### config.mk
export PLATFORM = sky130hd
export DESIGN_NAME = ahb_parity_uart
export DESIGN_NICKNAME = d
export VERILOG_FILES = /design/src/rtl/upar_pkg.sv /design/src/rtl/upar_fifo.sv /design/src/rtl/upar_parity.sv /design/src/rtl/upar_tx.sv /design/src/rtl/upar_rx.sv /design/src/rtl/ahb_parity_uart.sv
export SDC_FILE = /design/constraint.sdc
export NUM_CORES = 1
export LEC_CHECK = 0
export ABC_AREA = 1
export CAP_MARGIN = 20
export CORE_MARGIN = 5
export CORE_UTILIZATION = 60
export CTS_CLUSTER_SIZE = 16
export DETAILED_ROUTE_END_ITERATION = 8
export GPL_ROUTABILITY_DRIVEN = 0
export PLACE_DENSITY = 0.87
export SLEW_MARGIN = 30
export SYNTH_ARGS = -nofsm -noshare
export SYNTH_HDL_FRONTEND = slang
export SYNTH_SLANG_ARGS = --single-unit
### constraint.sdc
create_clock -name hclk -period 2.8 [get_ports hclk]
set_input_delay 0.56 -clock hclk [delete_from_list [all_inputs] [get_ports hclk]]
set_output_delay 0.56 -clock hclk [all_outputs]
set_load 0.05 [all_outputs]
### src/rtl/upar_pkg.sv
package upar_pkg;
   localparam int CHAR_W   = 8;
   localparam int FRAME_W  = CHAR_W + 1;
   localparam int OVS      = 16;
   localparam int ST_TXFUL = 0;
   localparam int ST_RXAV  = 1;
   localparam int ST_PERR  = 2;
   localparam int ST_CNT   = 8;

   typedef enum logic [1:0] {
      RX_IDLE,
      RX_START,
      RX_BITS,
      RX_STOP
   } rx_state_e;
endpackage

### src/rtl/upar_fifo.sv
module upar_fifo #(
   parameter int WIDTH = 8,
   parameter int DEPTH = 16
) (
   input  logic             clk,
   input  logic             rst_n,
   input  logic             push,
   input  logic [WIDTH-1:0] wdata,
   input  logic             pop,
   output logic [WIDTH-1:0] rdata,
   output logic             full,
   output logic             empty
);
   localparam int AW = $clog2(DEPTH);

   if (DEPTH < 2 || (DEPTH & (DEPTH - 1)) != 0) begin : g_bad_depth
      $error("upar_fifo: DEPTH must be a power of two of at least 2");
   end

   logic [WIDTH-1:0] mem [DEPTH];
   logic [AW:0]      wptr, rptr;
   logic [AW:0]      level;
   logic             do_push, do_pop;

   assign full    = (wptr[AW] != rptr[AW]) && (wptr[AW-1:0] == rptr[AW-1:0]);
   assign empty   = (wptr == rptr);
   assign do_push = push && !full;
   assign do_pop  = pop && !empty;
   assign level   = wptr - rptr;
   assign rdata   = mem[rptr[AW-1:0]];

   always_ff @(posedge clk or negedge rst_n) begin
      if (!rst_n) begin
         wptr <= '0;
         rptr <= '0;
      end else begin
         if (do_push) wptr <= wptr + 1'b1;
         if (do_pop)  rptr <= rptr + 1'b1;
      end
   end

   always_ff @(posedge clk) begin
      if (do_push) mem[wptr[AW-1:0]] <= wdata;
   end

   assert_level_bound_R11: assert property (@(posedge clk) disable iff (!rst_n)
      int'(level) <= DEPTH);
   assert_no_overflow_R11: assert property (@(posedge clk) disable iff (!rst_n)
      (full && push && !pop) |=> full);
   assert_full_empty_excl_R12: assert property (@(posedge clk) disable iff (!rst_n)
      !(full && empty));
endmodule

### src/rtl/upar_parity.sv
module upar_parity #(
   parameter bit CHECKER = 1'b0,
   parameter int DATA_W  = 8
) (
   input  logic [DATA_W-1:0] data,
   input  logic              odd,
   input  logic              inject,
   input  logic              rx_par,
   output logic              out
);
   logic expect_bit;
   assign expect_bit = (^data) ^ odd;

   if (CHECKER) begin : g_check
      assign out = (expect_bit != rx_par) | inject;
   end else begin : g_gen
      logic unused_rx_par;
      assign unused_rx_par = rx_par;
      assign out = expect_bit ^ inject;
   end
endmodule

### src/rtl/upar_tx.sv
module upar_tx #(
   parameter int FRAME_W = 9,
   parameter int OVS     = 16
) (
   input  logic               clk,
   input  logic               rst_n,
   input  logic               tick,
   input  logic               load,
   input  logic [FRAME_W-1:0] frame,
   output logic               busy,
   output logic               txd
);
   localparam int SH_W = FRAME_W + 2;
   localparam int OW   = $clog2(OVS);
   localparam int BW   = $clog2(SH_W + 1);

   if (OVS < 4) begin : g_bad_ovs
      $error("upar_tx: OVS must be at least 4");
   end

   logic [SH_W-1:0] sh;
   logic [OW-1:0]   tcnt;
   logic [BW-1:0]   left;

   always_ff @(posedge clk or negedge rst_n) begin
      if (!rst_n) begin
         busy <= 1'b0;
         sh   <= '1;
         tcnt <= '0;
         left <= '0;
      end else if (load && !busy) begin
         busy <= 1'b1;
         sh   <= {1'b1, frame, 1'b0};
         tcnt <= '0;
         left <= BW'(SH_W);
      end else if (busy && tick) begin
         if (tcnt == OW'(OVS - 1)) begin
            tcnt <= '0;
            sh   <= {1'b1, sh[SH_W-1:1]};
            left <= left - 1'b1;
            if (left == BW'(1)) busy <= 1'b0;
         end else begin
            tcnt <= tcnt + 1'b1;
         end
      end
   end

   assign txd = sh[0];

   assert_idle_high_R1: assert property (@(posedge clk) disable iff (!rst_n)
      !busy |-> txd);
   assert_start_low_R2: assert property (@(posedge clk) disable iff (!rst_n)
      (load && !busy) |=> (busy && !txd));
endmodule

### src/rtl/upar_rx.sv
module upar_rx
   import upar_pkg::*;
#(
   parameter int FRAME_W = 9,
   parameter int OVS     = 16
) (
   input  logic               clk,
   input  logic               rst_n,
   input  logic               tick,
   input  logic               rxd,
   output logic               valid,
   output logic [FRAME_W-1:0] frame
);
   localparam int OW = $clog2(OVS);
   localparam int BW = $clog2(FRAME_W);

   rx_state_e     state;
   logic [1:0]    sync;
   logic          rx_s;
   logic [OW-1:0] tcnt;
   logic [BW-1:0] bcnt;

   assign rx_s = sync[1];

   always_ff @(posedge clk or negedge rst_n) begin
      if (!rst_n) begin
         sync  <= 2'b11;
         state <= RX_IDLE;
         tcnt  <= '0;
         bcnt  <= '0;
         frame <= '0;
         valid <= 1'b0;
      end else begin
         sync  <= {sync[0], rxd};
         valid <= 1'b0;
         if (tick) begin
            unique case (state)
               RX_IDLE: begin
                  if (!rx_s) begin
                     state <= RX_START;
                     tcnt  <= '0;
                  end
               end
               RX_START: begin
                  if (tcnt == OW'(OVS / 2 - 1)) begin
                     tcnt  <= '0;
                     bcnt  <= '0;
                     state <= rx_s ? RX_IDLE : RX_BITS;
                  end else begin
                     tcnt <= tcnt + 1'b1;
                  end
               end
               RX_BITS: begin
                  if (tcnt == OW'(OVS - 1)) begin
                     tcnt  <= '0;
                     frame <= {rx_s, frame[FRAME_W-1:1]};
                     if (bcnt == BW'(FRAME_W - 1)) state <= RX_STOP;
                     else bcnt <= bcnt + 1'b1;
                  end else begin
                     tcnt <= tcnt + 1'b1;
                  end
               end
               RX_STOP: begin
                  if (tcnt == OW'(OVS - 1)) begin
                     tcnt  <= '0;
                     state <= RX_IDLE;
                     valid <= rx_s;
                  end else begin
                     tcnt <= tcnt + 1'b1;
                  end
               end
               default: state <= RX_IDLE;
            endcase
         end
      end
   end

   assert_valid_single_R9: assert property (@(posedge clk) disable iff (!rst_n)
      valid |=> !valid);
   assert_valid_after_stop_R6: assert property (@(posedge clk) disable iff (!rst_n)
      valid |-> (state == RX_IDLE && $past(state) == RX_STOP));
endmodule

### src/rtl/ahb_parity_uart.sv
module ahb_parity_uart
   import upar_pkg::*;
#(
   parameter int ADDR_W      = 4,
   parameter int BUS_W       = 32,
   parameter int FIFO_DEPTH  = 16,
   parameter int DIV_W       = 16,
   parameter int DEFAULT_DIV = 3,
   parameter int CNT_W       = 8,
   parameter int STAT_OFS    = 4
) (
   input  logic              hclk,
   input  logic              hresetn,
   input  logic              hsel,
   input  logic [ADDR_W-1:0] haddr,
   input  logic [1:0]        htrans,
   input  logic              hwrite,
   input  logic [BUS_W-1:0]  hwdata,
   input  logic              hready,
   output logic [BUS_W-1:0]  hrdata,
   output logic              hreadyout,
   input  logic              cfg_odd,
   input  logic              cfg_inject_tx,
   input  logic              cfg_inject_rx,
   input  logic              serial_rx,
   output logic              serial_tx,
   output logic              parity_err
);
   if (DIV_W >= BUS_W || DIV_W < 1) begin : g_bad_div
      $error("ahb_parity_uart: DIV_W must be narrower than BUS_W");
   end
   if (ST_CNT + CNT_W > BUS_W) begin : g_bad_cnt
      $error("ahb_parity_uart: error counter does not fit the status word");
   end

   // bus decode: address phase registered, action in data phase
   logic              dp_act, dp_wr;
   logic [ADDR_W-1:0] dp_addr;
   logic              wr_tx, wr_div, rd_pop, rd_stat;

   always_ff @(posedge hclk or negedge hresetn) begin
      if (!hresetn) begin
         dp_act  <= 1'b0;
         dp_wr   <= 1'b0;
         dp_addr <= '0;
      end else if (hready) begin
         dp_act  <= hsel && htrans[1];
         dp_wr   <= hwrite;
         dp_addr <= haddr;
      end
   end

   assign wr_tx     = dp_act && dp_wr && (dp_addr == '0);
   assign wr_div    = dp_act && dp_wr && (dp_addr != '0);
   assign rd_pop    = dp_act && !dp_wr && (dp_addr == '0);
   assign rd_stat   = dp_act && !dp_wr && (dp_addr == ADDR_W'(STAT_OFS));
   assign hreadyout = 1'b1;

   logic unused_ok;
   assign unused_ok = &{1'b0, htrans[0], hwdata[BUS_W-1:DIV_W]};

   // baud tick: one tick every divisor+1 clocks
   logic [DIV_W-1:0] divisor, bcnt;
   logic             tick;

   assign tick = (bcnt >= divisor);

   always_ff @(posedge hclk or negedge hresetn) begin
      if (!hresetn) begin
         divisor <= DIV_W'(DEFAULT_DIV);
         bcnt    <= '0;
      end else begin
         if (wr_div) divisor <= hwdata[DIV_W-1:0];
         bcnt <= tick ? '0 : bcnt + 1'b1;
      end
   end

   // transmit path
   logic [CHAR_W-1:0] txf_head;
   logic              txf_full, txf_empty, tx_busy, tx_load, tx_par;

   assign tx_load = !txf_empty && !tx_busy;

   upar_fifo #(.WIDTH(CHAR_W), .DEPTH(FIFO_DEPTH)) u_txf (
      .clk(hclk), .rst_n(hresetn), .push(wr_tx), .wdata(hwdata[CHAR_W-1:0]),
      .pop(tx_load), .rdata(txf_head), .full(txf_full), .empty(txf_empty));

   upar_parity #(.CHECKER(1'b0), .DATA_W(CHAR_W)) u_pgen (
      .data(txf_head), .odd(cfg_odd), .inject(cfg_inject_tx),
      .rx_par(1'b0), .out(tx_par));

   upar_tx #(.FRAME_W(FRAME_W), .OVS(OVS)) u_tx (
      .clk(hclk), .rst_n(hresetn), .tick(tick), .load(tx_load),
      .frame({tx_par, txf_head}), .busy(tx_busy), .txd(serial_tx));

   // receive path
   logic               rx_valid, rx_bad;
   logic [FRAME_W-1:0] rx_frame;
   logic [CHAR_W-1:0]  rxf_head;
   logic               rxf_full, rxf_empty;

   upar_rx #(.FRAME_W(FRAME_W), .OVS(OVS)) u_rx (
      .clk(hclk), .rst_n(hresetn), .tick(tick), .rxd(serial_rx),
      .valid(rx_valid), .frame(rx_frame));

   upar_parity #(.CHECKER(1'b1), .DATA_W(CHAR_W)) u_pchk (
      .data(rx_frame[CHAR_W-1:0]), .odd(cfg_odd), .inject(cfg_inject_rx),
      .rx_par(rx_frame[CHAR_W]), .out(rx_bad));

   upar_fifo #(.WIDTH(CHAR_W), .DEPTH(FIFO_DEPTH)) u_rxf (
      .clk(hclk), .rst_n(hresetn), .push(rx_valid), .wdata(rx_frame[CHAR_W-1:0]),
      .pop(rd_pop), .rdata(rxf_head), .full(rxf_full), .empty(rxf_empty));

   // error accounting
   logic             sticky;
   logic [CNT_W-1:0] err_cnt;

   always_ff @(posedge hclk or negedge hresetn) begin
      if (!hresetn) begin
         parity_err <= 1'b0;
         sticky     <= 1'b0;
         err_cnt    <= '0;
      end else begin
         parity_err <= rx_valid && rx_bad;
         if (rx_valid && rx_bad) begin
            sticky <= 1'b1;
            if (err_cnt != '1) err_cnt <= err_cnt + 1'b1;
         end
      end
   end

   // read mux
   logic [BUS_W-1:0] status;
   always_comb begin
      status                   = '0;
      status[ST_TXFUL]         = txf_full;
      status[ST_RXAV]          = !rxf_empty;
      status[ST_PERR]          = sticky;
      status[ST_CNT +: CNT_W]  = err_cnt;
   end

   assign hrdata = rd_pop  ? BUS_W'(rxf_head) :
                   rd_stat ? status : '0;

   assert_cnt_saturate_R10: assert property (@(posedge hclk) disable iff (!hresetn)
      (err_cnt == '1) |=> (err_cnt == '1));
   assert_cnt_step_R10: assert property (@(posedge hclk) disable iff (!hresetn)
      (err_cnt != $past(err_cnt)) |-> (err_cnt == $past(err_cnt) + 1'b1));
   assert_pulse_counts_R9: assert property (@(posedge hclk) disable iff (!hresetn)
      (parity_err && $past(err_cnt) != '1) |-> (err_cnt == $past(err_cnt) + 1'b1));
   assert_sticky_holds_R9: assert property (@(posedge hclk) disable iff (!hresetn)
      sticky |=> sticky);
   assert_drop_when_full_R12: assert property (@(posedge hclk) disable iff (!hresetn)
      (rxf_full && rx_valid && !rd_pop) |=> rxf_full);
endmodule

# [After elaboration in Yosys (flattened, before gate mapping)]
# Memory sizes are Yosys's and may differ from the RTL's.
# Cells that the tools add are included.
[classes] n_eq_ne=23 magnitude_cmp=1 reduce_logical=40 addsub=10 bitwise_logic=4 n_mux=38
[ops] operator="$mux 16" n=3
[ops] operator="$mux 4" n=12
[ops] operator="$mux 11" n=3
[ops] operator="$add 5x1->5 const B" n=4
[ops] operator="$logic_and 1x1->1" n=17
[ops] operator="$add 16x1->16 const B" n=1
[ops] operator="$ge 16x16->1" n=1
[ops] operator="$reduce_xor 8->1" n=2
[ops] operator="$add 4x1->4 const B" n=3
[ops] operator="$eq 4x4->1 const B" n=3
[ops] operator="$mux 2" n=6
[ops] operator="$pmux 4 s3" n=1
[ops] operator="$mux 1" n=11
[ops] operator="$eq 5x5->1" n=2
[ops] operator="$add 8x1->8 const B" n=1
[ops] operator="$eq 4x3->1 const B" n=2
[ops] operator="$eq 4x4->1" n=2
[ops] operator="$ne 2x1->1 const B" n=4
[ops] operator="$ne 8x8->1 const B" n=1
[ops] operator="$pmux 2 s4" n=1
[ops] operator="$pmux 4 s2" n=1
[ops] operator="$reduce_bool 2->1" n=4
[ops] operator="$logic_not 1->1" n=6
[ops] operator="$reduce_and 2->1" n=3
[ops] operator="other kinds (15)" n=22
[word_totals] input_bits=47 wordCells=140 ff_bits=110 ramBits=256 mem_count=2
[mem_list] name="u_rxf.mem" words=16 word_bits=8 rd=1 rd_ports_with_merged_regs=0 wr=1 line="upar_fifo.sv:20" source="logic [WIDTH-1:0] mem [DEPTH];"
[mem_list] name="u_txf.mem" words=16 word_bits=8 rd=1 rd_ports_with_merged_regs=0 wr=1 line="upar_fifo.sv:20"

# [Depth between registers and ports, before layout]
[depth] word_depth=6 depth_mapped=21

# [By module]
# From an unflattened synthesis, not the netlist that was laid out.
[unflattened] hier_cells=1814 hier_area_um2=17269.1
[modules_own_cells] mod="upar_fifo at u_rxf" seq_area_each_um2=4093.9 instances=1 area_per_inst_um2=5959.5 cells_each=559
[modules_own_cells] mod="upar_fifo at u_txf" seq_area_each_um2=4093.9 instances=1 area_per_inst_um2=5957.0 cells_each=559
[modules_own_cells] mod="ahb_parity_uart" seq_area_each_um2=1203.7 instances=1 area_per_inst_um2=2850.2 cells_each=359
[modules_own_cells] mod="upar_rx" seq_area_each_um2=553.0 instances=1 area_per_inst_um2=1113.6 cells_each=126
[modules_own_cells] mod="upar_tx" seq_area_each_um2=488.0 instances=1 area_per_inst_um2=1048.5 cells_each=134
[modules_own_cells] mod="upar_parity at u_pgen" seq_area_each_um2=0.0 instances=1 area_per_inst_um2=192.7 cells_each=44
[modules_own_cells] mod="upar_parity at u_pchk" seq_area_each_um2=0.0 instances=1 area_per_inst_um2=147.6 cells_each=33

# [Worst setup path after synthesis]
# OpenSTA, ideal clock, no wires.
[synth_timing] kind="reg2out" startpoint="reg u_rxf.rptr[0]" endpoint="out hrdata[3]" t_required_ps=2240 n_path_buf=2 slack_ps=81 path_stages_with_launch=7 arrival_time_ps=2159 cell_sequence="dfrtp_1 -> buf_2 -> clkbuf_1 -> nor2_1 -> o32ai_1 -> nand2_1 -> a31oi_1"
[synth_via] elab_chain_len=2
[synth_lines] element="from (decl)" line="upar_fifo.sv:21" source="logic [AW:0] wptr, rptr;"
[synth_lines] element="from (signal assigned)" line="upar_fifo.sv:38" source="if (do_pop) rptr <= rptr + 1'b1;"
[synth_lines] element="$mem_v2 16x8"
[synth_lines] element="$mux 16" line="ahb_parity_uart.sv:142" source="assign hrdata = rd_pop ? BUS_W'(rxf_head) :"
[synth_lines] element="to (decl)" line="ahb_parity_uart.sv:20" source="output logic [BUS_W-1:0] hrdata,"
# Every way passes these cells.

# [Final worst setup path]
[layout_timing] startpoint="reg u_rxf.rptr[0]" endpoint="out hrdata[7]"
# Same word-level chain as after synthesis.

==> summary.md <==
| Metric | Value |
|---|---|
| Status | `complete, but fails checks` |
| Failing checks | `setup timing` |
| Top_reg_cell synth | `edfxtp_1` |
| Final min period | `2.895 ns` |
| CP max-delay cell | `dfrtp_2` |
| Synth Cell Area | `between 15000 and 20000 sq um` |
| Leakage power of the design | `approximately 0.0076 uW` |
| Syn. warnings | `0` |
| Core area | `27030 sq um` |
| Layout cells sized above 1 | `0.1291` |
| Worst path max stage delay | `~0.48 ns` |
| CP Launch Point | `u_rxf.rptr[0]` |
| Max Cap Viol | `0` |
| Routed WL | `38830 um` |
| Final period util | `1.034` |
| Worst Max-Slew Pin Slew | `around 0.90 ns` |
| Rel. slew slack | `0.3963` |
| RSZ-0062 raised after global routing | `true` |
| Initial DRC count | `1177` |
| EDFF count, synth | `approximately 260` |
| Synth Instances | `1585` |
| Synth unique cells | `between 40 and 50` |
| Vias/cell | `between 5 and 6` |
| Antenna Cells | `0` |
| Via count | `approximately 12000` |
| Arrival time worst endpoint | `~2.3 ns` |
| FF-to-FF Start | `divisor[1]` |
| Placed insts | `1963` |
| Total CTS buffers | `37` |
| Avg WL per Cell | `18.99 um` |
| CP Max Fanout | `9` |
| Endpoint class of the critical path | `output port` |
| Fmax | `0.3454 GHz` |
| Final setup fails | `3` |
| Setup Crit Path Kind | `register to output port` |
| CTS sink count | `365` |
| Clock-pin slew on the worst setup and hold paths | `0.06 ns` |
| R2r setup slk | `0.21 ns` |
| Fin. Hold Viols | `0` |
| Hold WC Path Type | `primary input to async pin` |
| Drc violations | `0` |
| Worst setup SP type | `register` |
| First-pass detailed-route iteration total | `5` |
| Fin cells | `2045` |
| Ranking of synthesized cells by area | `edfxtp_1 (46%), dfrtp_1 (14%), nand2_1 (7.0%)` |
| CTS tree | `done` |
| Register area share after synthesis | `0.6310` |
| Area grow syn2layout | `15.38%` |
| Finished Cell Area | `roughly 19000 sq um` |
| HPWL Detailed | `~23000 um` |
| Critical-path cell list | `buf_6, buf_16, o21ai_1, o32ai_2, o211ai_1, a31oi_1, buf_4` |
| Synth async-reset ratio | `0.2986` |
| Max-slew violation count | `0` |
| Row count | `60` |
| Initial antenna violation count | `0` |
| Peak VDD IR | `711.3 uV` |
| Dominant cell type by area after synthesis | `edfxtp_1` |
| Clock Latency Late Sink | `about 0.52 ns` |
| Reg2reg end | `u_tx.left[1]` |
| First-pass GRT wire length | `between 60000 and 70000 um` |
| Yosys top cell area share | `0.4650` |
| Area of the die | `30970 sq um` |
| Initial core utilization | `0.6117` |
| Min Hold Slack | `around 0.039 ns` |
| Post-route setup slack | `-0.09545 ns` |
| Util after Layout | `0.7058` |
| Post-DRT Antenna Nets | `0` |
| WP data required | `around 2.2 ns` |
| Die X | `~180 um` |
| Grt ovf | `0` |
| Layout Nets | `1758` |
| Largest net degree at the start of global routing | `63` |
| Clock Path Buffers | `3` |
| IO Pins | `82` |
| Hold_buf cts | `0` |
| FILL cells | `~1700` |
| Dpl cell area | `17460 sq um` |
| Syn_area_per_cell | `10.43 sq um` |
| Synthesis-stage register bit count | `365` |
| PwrDens | `740.4 nW/um^2` |
| Root buffer cell | `clkbuf_16` |
| Pre-CTS setup slack | `0.2953 ns` |
| GR Util All Layers | `0.2412` |
| Die Y | `approximately 180 um` |
| Port Buffers | `47` |
| Vias in the first global route | `12180` |
| R2R depth | `14` |
| Final Skew | `0.02146 ns` |
| H-Tree Depth | `2` |
-- cells in the mapped netlist, types with 9 or more instances --
cell type and number:
dfstp_2 14, edfxtp_1 256, nor3_1 13, nor2_1 216
nand3_1 103, o21ai_1 28, ha_1 34, buf_6 14
o21ai_0 77, xor2_1 37, mux2i_1 13, clkbuf_1 18
xnor2_1 11, buf_4 22, o32ai_1 19, a21oi_1 35
buf_2 12, dfrtp_1 95, nor2_2 9, inv_1 171
o221ai_1 13, nand2_1 310
-- per-layer routing --
metal,track usage,up-vias,share of wire
met5,0,-,0
met1,0.2916,5786,0.37
met4,0.09454,0,0.040
li1,-,5453,-
met3,0.03726,128,0.072
met2,0.4364,557,0.52
-- power by group --
| group | leakage, uW | switching, uW | internal, uW |
|---|---|---|---|
| Clock | 0.000566 | 1990 | 2720 |
| Sequential | 0.00339 | 170 | 6060 |
| Combinational | 0.00367 | 2200 | 999 |
| Total | 0.00763 | 4350 | 9770 |
-- cell type report --
| type | instances | area (sq um) | area share |
|---|---|---|---|
| clock buffers | 49 | 1002 | 0.05254 |
| clock inverters | 17 | 147.6 | 0.007740 |
| inverters | 182 | 699.4 | 0.03667 |
| multi-input cells | 980 | 5154 | 0.2702 |
| flip-flops and latches | 365 | 10440 | 0.5472 |
| well taps | 341 | 426.7 | 0.02237 |
| repair buffers | 111 | 1207 | 0.06330 |
-- timing repair --
item / 4_1_cts / 5_1_grt
pin swaps: 5 / 21
endpoints found under the setup margin: 8 / 16
resized for setup: 27 / 46
hold endpoints to repair: 0 / 0
buffers inserted: 4 / 8
cloned: 3 / 2
-- stage by stage --
| stage | power, uW | setup TNS [ns] |
|---|---|---|
| 6_report | 14120 | -0.1299 |
| 5_1_grt | 14810 | -0.4826 |
| 4_1_cts | 14110 | -0.02024 |
| 3_5_place_dp | 9412 | 0 |
| 3_3_place_gp | 9232 | 0 |
| 2_1_floorplan | 8835 | 0 |
-- registers in the layout, indices dropped and copies added (netlist names), 5 cells and up, named ones only --
signal      cells
u_rxf.mem     128
u_txf.mem     128
bcnt           16
divisor        16
u_tx.sh        10
u_rx.frame      9
err_cnt         8
u_rxf.rptr      5
u_rxf.wptr      5
u_txf.rptr      5
u_txf.wptr      5
-- cells in the final DEF (no fill, tap or decap), types with 6 or more instances in the layout --
cell type          n
o221ai_1          10
ha_1              34
o21ai_1           35
clkinv_2           7
xnor2_1           11
mux2i_1           12
buf_12            14
dfrtp_1           91
edfxtp_1         256
nand3_2            6
nor2_2            21
dfstp_2           14
clkinv_1           8
nand2_1          310
o32ai_2            9
o32ai_1           10
a21oi_1           35
buf_4             52
nand2_2            7
clkbuf_16         40
inv_1            171
nand3_1          100
conb_1            17
clkbuf_1          10
clkdlybuf4s50_1   30
buf_6              9
xor2_1            37
nand4_1            8
nor3_1            11
nor2_1           204
o21ai_0           66
-- cell families (layout without fill, tap and decap cells) --
family	after synthesis	after routing	synth area share
other cells	2	17	0.0004543
flops	365	365	0.6310
fa+ha+maj	34	34	0.02573
mux	15	15	0.009233
xor+xnor	48	48	0.02543
simple gates	679	679	0.1703
buf+inv	255	359	0.07198
compound gates	187	187	0.06584
-- worst max-delay path: cells and delay by family (launching register included) --
| kind | cells | cell delay [ns] |
|---|---|---|
| AO/OA/AOI/OAI | 4 | 0.82 |
| buffers and inverters | 3 | 0.52 |
| flip-flops | 1 | 0.48 |
-- worst max path at each step --
stage | end | slack, ns | cells after the start
2_1_floorplan | hrdata[3] | 0.08 | 6
3_3_place_gp | u_tx.left[0] | 0.39 | 14
3_5_place_dp | hrdata[2] | 0.30 | 9
4_1_cts | hrdata[0] | -0.02 | 7
5_1_grt | hrdata[1] | -0.09 | 9
6_report | hrdata[7] | -0.1 | 7
Note: power is estimated with default switching activity, not from simulation.
